<file path="src/rtl/tmoPkg.sv">
package tmoPkg;
  localparam logic [1:0] ADDR_CTRL   = 2'd0;
  localparam logic [1:0] ADDR_THRESH = 2'd1;
  localparam logic [1:0] ADDR_CHAIN  = 2'd2;

  localparam int BIT_IEN   = 0;
  localparam int BIT_PRESC = 1;
  localparam int BIT_FLAG  = 2;

  typedef struct packed {
    logic restart;     // threshold write: clear counter and chain
    logic tick;        // base tick
    logic prescaleOn;  // route ticks through the divide chain
  } tmoStrobeT;
endpackage

</file>
<file path="src/rtl/tmoDatapath.sv">
module tmoDatapath
  import tmoPkg::*;
#(
  parameter int DATA_W = 8,
  parameter int DIV_N  = 100,
  localparam int CHAIN_W = $clog2(DIV_N)
) (
  input  logic               clk,
  input  logic               rstN,
  input  tmoStrobeT          strb,
  input  logic [DATA_W-1:0]  thresh,
  output logic [CHAIN_W-1:0] chainVal,
  output logic               termHit
);
  logic [CHAIN_W-1:0] chain;
  logic [DATA_W-1:0]  count;
  logic chainWrap, advance, atLimit;

  assign chainWrap = (chain == CHAIN_W'(DIV_N - 1));
  // thresh - 1 wraps to all-ones for a zero threshold: full-range period
  assign atLimit   = (count == (thresh - 1'b1));

  always_comb begin
    advance = 1'b0;
    if (!strb.restart && strb.tick)
      advance = strb.prescaleOn ? chainWrap : 1'b1;
  end

  always_ff @(posedge clk or negedge rstN) begin
    if (!rstN)                                chain <= '0;
    else if (strb.restart || !strb.prescaleOn) chain <= '0;
    else if (strb.tick)                       chain <= chainWrap ? '0 : chain + 1'b1;
  end

  always_ff @(posedge clk or negedge rstN) begin
    if (!rstN)             count <= '0;
    else if (strb.restart) count <= '0;
    else if (advance)      count <= atLimit ? '0 : count + 1'b1;
  end

  assign chainVal = chain;
  assign termHit  = advance && atLimit;

  p_chain_range_r5: assert property (@(posedge clk) disable iff (!rstN)
    chain < CHAIN_W'(DIV_N));
  p_restart_clears_r8: assert property (@(posedge clk) disable iff (!rstN)
    strb.restart |=> (chain == '0) && (count == '0));
  p_count_below_thresh_r3: assert property (@(posedge clk) disable iff (!rstN)
    (thresh != '0) |-> (count < thresh));
  p_bypass_chain_zero_r11: assert property (@(posedge clk) disable iff (!rstN)
    !strb.prescaleOn |=> (chain == '0));
endmodule

</file>
<file path="src/rtl/tmoCtrl.sv">
module tmoCtrl
  import tmoPkg::*;
#(
  parameter int DATA_W  = 8,
  parameter int CHAIN_W = 7
) (
  input  logic               clk,
  input  logic               rstN,
  input  logic               baseTick,
  input  logic [1:0]         busAddr,
  input  logic               busWrEn,
  input  logic [DATA_W-1:0]  busWrData,
  input  logic [CHAIN_W-1:0] chainVal,
  input  logic               termHit,
  output tmoStrobeT          strb,
  output logic [DATA_W-1:0]  thresh,
  output logic [DATA_W-1:0]  busRdData,
  output logic               irqReq
);
  logic ienReg, prescReg, flagReg;
  logic ctrlWr, threshWr, clearReq;

  assign ctrlWr   = busWrEn && (busAddr == ADDR_CTRL);
  assign threshWr = busWrEn && (busAddr == ADDR_THRESH);
  assign clearReq = ctrlWr && busWrData[BIT_FLAG];

  always_ff @(posedge clk or negedge rstN) begin
    if (!rstN) begin
      ienReg   <= 1'b0;
      prescReg <= 1'b0;
      thresh   <= '0;
    end else begin
      if (ctrlWr) begin
        ienReg   <= busWrData[BIT_IEN];
        prescReg <= busWrData[BIT_PRESC];
      end
      if (threshWr) thresh <= busWrData;
    end
  end

  // expiry has priority over a clearing write in the same cycle
  always_ff @(posedge clk or negedge rstN) begin
    if (!rstN)         flagReg <= 1'b0;
    else if (termHit)  flagReg <= 1'b1;
    else if (clearReq) flagReg <= 1'b0;
  end

  always_comb begin
    strb.restart    = threshWr;
    strb.tick       = baseTick;
    strb.prescaleOn = prescReg;
  end

  always_comb begin
    busRdData = '0;
    case (busAddr)
      ADDR_CTRL: begin
        busRdData[BIT_IEN]   = ienReg;
        busRdData[BIT_PRESC] = prescReg;
        busRdData[BIT_FLAG]  = flagReg;
      end
      ADDR_THRESH: busRdData = thresh;
      ADDR_CHAIN:  busRdData = {{(DATA_W-CHAIN_W){1'b0}}, chainVal};
      default:     busRdData = '0;
    endcase
  end

  assign irqReq = flagReg && ienReg;

  p_hit_sets_flag_r7: assert property (@(posedge clk) disable iff (!rstN)
    termHit |=> flagReg);
  p_flag_sticky_r7: assert property (@(posedge clk) disable iff (!rstN)
    (flagReg && !clearReq) |=> flagReg);
  p_irq_needs_enable_r9: assert property (@(posedge clk) disable iff (!rstN)
    !ienReg |-> !irqReq);
endmodule

</file>
<file path="src/rtl/tmoTimer.sv">
module tmoTimer
  import tmoPkg::*;
#(
  parameter int DATA_W = 8,
  parameter int DIV_N  = 100,
  localparam int CHAIN_W = $clog2(DIV_N)
) (
  input  logic              clk,
  input  logic              rstN,
  input  logic              baseTick,
  input  logic [1:0]        busAddr,
  input  logic              busWrEn,
  input  logic [DATA_W-1:0] busWrData,
  output logic [DATA_W-1:0] busRdData,
  output logic              irqReq
);
  tmoStrobeT          strb;
  logic [DATA_W-1:0]  thresh;
  logic [CHAIN_W-1:0] chainVal;
  logic               termHit;

  tmoCtrl #(.DATA_W(DATA_W), .CHAIN_W(CHAIN_W)) ctrl_i (
    .clk(clk), .rstN(rstN), .baseTick(baseTick), .busAddr(busAddr),
    .busWrEn(busWrEn), .busWrData(busWrData), .chainVal(chainVal),
    .termHit(termHit), .strb(strb), .thresh(thresh),
    .busRdData(busRdData), .irqReq(irqReq)
  );

  tmoDatapath #(.DATA_W(DATA_W), .DIV_N(DIV_N)) dp_i (
    .clk(clk), .rstN(rstN), .strb(strb), .thresh(thresh),
    .chainVal(chainVal), .termHit(termHit)
  );

  p_reserved_zero_r10: assert property (@(posedge clk) disable iff (!rstN)
    (busAddr == ADDR_CTRL) |-> (busRdData[DATA_W-1:3] == '0));
endmodule

</file>
<file path="config.mk">
export PLATFORM = sky130hd
export DESIGN_NAME = tmoTimer
export DESIGN_NICKNAME = d
export VERILOG_FILES = /design/src/rtl/tmoPkg.sv /design/src/rtl/tmoDatapath.sv /design/src/rtl/tmoCtrl.sv /design/src/rtl/tmoTimer.sv
export SDC_FILE = /design/constraint.sdc
export NUM_CORES = 1
export LEC_CHECK = 0
export BUFFER_PORTS_ARGS = -buffer_cell sky130_fd_sc_hd__buf_2
export CAP_MARGIN = 20
export CELL_PAD_IN_SITES_DETAIL_PLACEMENT = 0
export CELL_PAD_IN_SITES_GLOBAL_PLACEMENT = 1
export CORE_MARGIN = 10
export CORE_UTILIZATION = 44
export CTS_CLUSTER_DIAMETER = 40
export CTS_CLUSTER_SIZE = 12
export DETAILED_ROUTE_END_ITERATION = 10
export PLACE_DENSITY_LB_ADDON = 0.12
export REMOVE_ABC_BUFFERS = 1
export SETUP_SLACK_MARGIN = 0.5
export SYNTH_ARGS = -nofsm -noshare
export SYNTH_HDL_FRONTEND = slang
export SYNTH_SLANG_ARGS = --single-unit
</file>
<file path="constraint.sdc">
create_clock -name clk -period 2.6 [get_ports clk]
set_clock_uncertainty 0.1 [all_clocks]
set_input_delay 0 -clock clk [delete_from_list [all_inputs] [get_ports clk]]
set_output_delay 0 -clock clk [all_outputs]
set_load 0.01 [all_outputs]
</file>
== Word-level counts from Yosys, hierarchy flattened ==
Cells that the tools add are included.
Widths: inputs -> output; s select.

* $add $sub $neg: 3
* Eq/ne operators: 4
* Multiplexer cells: 12
* Reductions and logical operators: 13

{| class="wikitable"
|+ Operators with widths
! cell !! count
|-
| $mux 8 || 3
|-
| $mux 7 || 3
|-
| $pmux 5 s2 || 1
|-
| $pmux 3 s3 || 1
|-
| $add 8x1->8 const B || 1
|-
| $eq 8x8->1 || 1
|-
| $sub 8x1->8 const B || 1
|-
| $add 7x1->7 const B || 1
|-
| $eq 7x7->1 const B || 1
|-
| $logic_and 1x1->1 || 6
|-
| $reduce_bool 2->1 || 3
|-
| $mux 1 || 4
|-
| $eq 2x1->1 const B || 1
|-
| $eq 2x2->1 const B || 1
|-
| $logic_not 1->1 || 2
|-
| $logic_not 2->1 || 1
|-
| $logic_or 1x1->1 || 1
|}

* Flip-flop bits (word level): 26
* Output and inout port bits: 9
* Logic and storage cells: 38

== Logic depth before layout (Yosys ltp) ==
* Depth in word-level cells: 7
* Gate-level depth with buffers: 8
* Mapped depth without buffers: 8

== Cells and area by module ==
A second synthesis with hierarchy kept.

* Cell total of the unflattened synthesis: 178
* Area, all modules: 1747.9 µm²

{| class="wikitable"
|+ Modules (own cells, without submodules)
! module !! times used !! cells an instance !! area an instance (µm²) !! sequential area each (µm²)
|-
| tmoDatapath || 1 || 126 || 1098.6 || 375.4
|-
| tmoCtrl || 1 || 52 || 649.4 || 275.3
|}

== Worst setup path before layout ==
Ideal clock, no wire load.

* Kind: register to register
* Start point: reg ctrl_i.thresh[0]
* End point: reg dp_i.count[7]
* Setup time: 126 ps
* Data arrival time: 1850 ps
* Data required time: 2374 ps
* Path slack: 524 ps
* Cell stages (with the launch flop): 9
* Path through: dfrtp_1 > inv_1 > ha_1 > nor3b_1 > and3_1 > o221a_2 > o211a_4 > nor2_4 > a221o_1

* Cells in the longest elaborated chain, start to end: 5

{| class="wikitable"
|+ Ends and longest elaborated chain
! element !! RTL line !! source
|-
| start: declaration || tmoCtrl.sv:16 || <nowiki>output logic [DATA_W-1:0] thresh,</nowiki>
|-
| start signal: assignment || tmoCtrl.sv:37 || <nowiki>if (threshWr) thresh <= busWrData;</nowiki>
|-
| $sub 8x1->8 || tmoDatapath.sv:21 || <nowiki>assign atLimit = (count == (thresh - 1'b1));</nowiki>
|-
| $eq 8x8->1 || tmoDatapath.sv:21 ||
|-
| $mux 8 (2 in a row) || tmoDatapath.sv:38 || <nowiki>else if (advance) count <= atLimit ? '0 : count + 1'b1;</nowiki>
|-
| $mux 8 || tmoDatapath.sv:37 || <nowiki>else if (strb.restart) count <= '0;</nowiki>
|-
| end signal: assignment || tmoDatapath.sv:38 ||
|-
| end: declaration || tmoDatapath.sv:16 || <nowiki>logic [DATA_W-1:0] count;</nowiki>
|}

Every way passes these cells. The select of a mux whose other input is x is not followed.
A chain may end at the register's enable or synchronous reset.

== Worst setup path in the final report ==
* Start point: reg ctrl_i.thresh[0]
* End point: reg dp_i.count[3]

The elaborated chain is that of the path after synthesis.

==> run metrics <==
status=finished, final reports clean; warnings from Yosys=0; Worst Path Required=2.66 ns; worst path cell trace=inv_2 -> ha_4 -> xnor2_2 -> nor2_1 -> nor4_4 -> o211a_4 -> nor2_4 -> a221o_1; antenna violations before repair=0; most frequent cells in the layout=24 x dfrtp_1, 22 x buf_2, 15 x nand2_1; Mapped Area=1650 µm²; R2R depth=8; Yosys reg bits=26; H-Tree Depth=1; Post-Syn Instances=167; routed vias/inst=5.73; EDFF count, synth=0; CTS Buffer Depth=2; number of antenna-violating nets in the routed design=0; ant diodes=0; Final Hold Vio Count=0; vias in the first global route=1,417; hold_ws=0.162 ns; Crit-path slowest cell=dfrtp_2; Final Setup Violations=0; critical path arrival=2.12 ns; Max-Cap Viols=0; routability cong.=0.779; CTS clk-pin slew, worst paths=0.09 ns; static leakage=0.968 nW; PnR worst setup slack=0.544 ns; r2r setup slk=0.54 ns; core area=3630 µm²; WL per Instance=16.0 µm; startpoint types=flop; P&R area growth vs syn=29.8%; clock root cell=clkbuf_8; grt ovf=0; pre-CTS setup slack=0.359 ns; commonest non-fill, non-tap cell in the layout=dfrtp_1; cell family with most CP delay=compound AO/OA/AOI/OAI gates; GRT Util Overall=13.2%; die height=81.3 µm; clock buffer count from CTS=3; r2r startpoint=ctrl_i.thresh[0]; Avg Inst Size Synth=9.90 µm²; CTS tree=yes; Iter 0 DRT Violations=78; Worst IR Drop VDD=332 µV; Clk Latency, worst-skew pair=0.27 ns; total number of vias=1,501; RSZ-0062 raised after global routing=true; placement row count=22; ys async rst share=100%; final slew viol count=0; TNS Setup=0 ns; Least-Margin Pin Slew=0.597 ns; width of the die=81.3 µm; Total Nets Final=237; Worst Path Class, Setup=reg -> reg; Crit path buffers/inverters=1; crit end category=flop; Initial Util=45.5%; Most used DFF post-synth=dfrtp_1; IO buf count=22; share of cells above drive strength 1=35.5%; CTS sink count=26; largest net degree at the start of global routing=27; pwr/cell area=577 nW/µm²; worst reg2reg endpoint=dp_i.count[3]; crit path max fanout=6; final wirelength=4200 µm; Rel. slew slack=60.2%; DRC=0; FMAX=0.486 GHz; die area=6610 µm²; Netlist cell types=43; I/O pin total=23; Min Clock Period, post-route=2.06 ns; critical path's largest stage delay=0.42 ns; Hold Path Class=in -> async; Seq/Total Area, Yosys=39.4%; Tcrit/Tclk final=79.1%; dpl hpwl=3030 µm; Pre-Repair DR Iteration Count=4; first-pass GRT wire length=6970 µm
-- kinds of logic (layout without fill, tap and decap cells) --
kind of cell	after synthesis	count (layout)	synth area share, %
AO/OA/AOI/OAI	37	37	17.8
XOR/XNOR	9	9	4.77
adder cells (fa/ha/maj)	7	7	5.30
buffers and inverters	11	58	2.50
flip-flops	26	26	39.4
multiplexers	13	13	8.78
AND/OR/NAND/NOR	64	64	21.5
-- through the flow --
stage          power, W  instance area (µm²)  std cells  utilization [%]
5_1_grt         0.00131                 2150        262             59.1
4_1_cts         0.00119                 2040        256             56.1
2_1_floorplan  0.000807                 1640        164                -
3_3_place_gp   0.000901                 1820        235             50.1
3_5_place_dp   0.000912                 1820        235             50.1
6_report        0.00124                 2150        262             59.1
-- layer usage --
layer  track usage, %  vias up  part of all wire (%)
met5                0        -                     0
met4             4.15        0                   1.2
met3             2.76        7                   7.1
met2             20.1       47                    45
met1             18.2      733                    47
li1                 -      714                     -
-- power by group --
part	switching (W)	internal (W)	leakage, nW	total (W)
combinational	0.000210	0.000234	0.617	0.000444
clock	0.000128	0.000104	0.0216	0.000232
sequential	0.0000945	0.000467	0.329	0.000561
-- area by class of cell --
type | instances | area (µm²)
clock buffers | 3 | 41.3
fillers | 325 | 1490
inverters | 8 | 30.0
multi-input cells | 130 | 1020
flip-flops and latches | 26 | 653
well taps | 48 | 60.1
repair buffers | 47 | 338
-- flip-flops by register name, summed over array words and instances, names as in the netlist --
name	flops
ctrl_i.thresh	8
dp_i.count	8
dp_i.chainVal	7
ctrl_i.flagReg	1
ctrl_i.ienReg	1
ctrl_i.prescReg	1
-- Yosys cell counts (5+ instances only) --
library cell	number	area share [%]
a21oi_1	7	2.1
dfrtp_1	26	39
ha_1	7	5.3
inv_1	8	1.8
mux2_2	12	8.2
nand2_1	16	3.6
nand3_1	8	2.4
nor2_1	12	2.7
xnor2_1	5	2.6
-- timing repair --
item	in CTS	in global routing
hold endpoints to repair	39	0
gates cloned	0	0
endpoints found under the setup margin	7	8
resized for setup	5	11
hold buffers	11	0
setup buffers	7	6
pin swaps	4	5
-- how the worst max path moves through the flow --
| stage | from | endpoint | slack [ns] | cells past startpoint |
|---|---|---|---|---|
| 4_1_cts | ctrl_i.thresh[3] | dp_i.count[3] | 0.50 | 6 |
| 2_1_floorplan | ctrl_i.thresh[0] | dp_i.count[7] | 0.52 | 8 |
| 5_1_grt | ctrl_i.thresh[0] | dp_i.count[3] | 0.44 | 8 |
| 6_report | ctrl_i.thresh[0] | dp_i.count[3] | 0.54 | 8 |
| 3_5_place_dp | ctrl_i.thresh[0] | dp_i.count[3] | 0.36 | 8 |
| 3_3_place_gp | dp_i.chainVal[3] | dp_i.count[3] | 0.42 | 6 |
(Power assumes the default switching activity.)
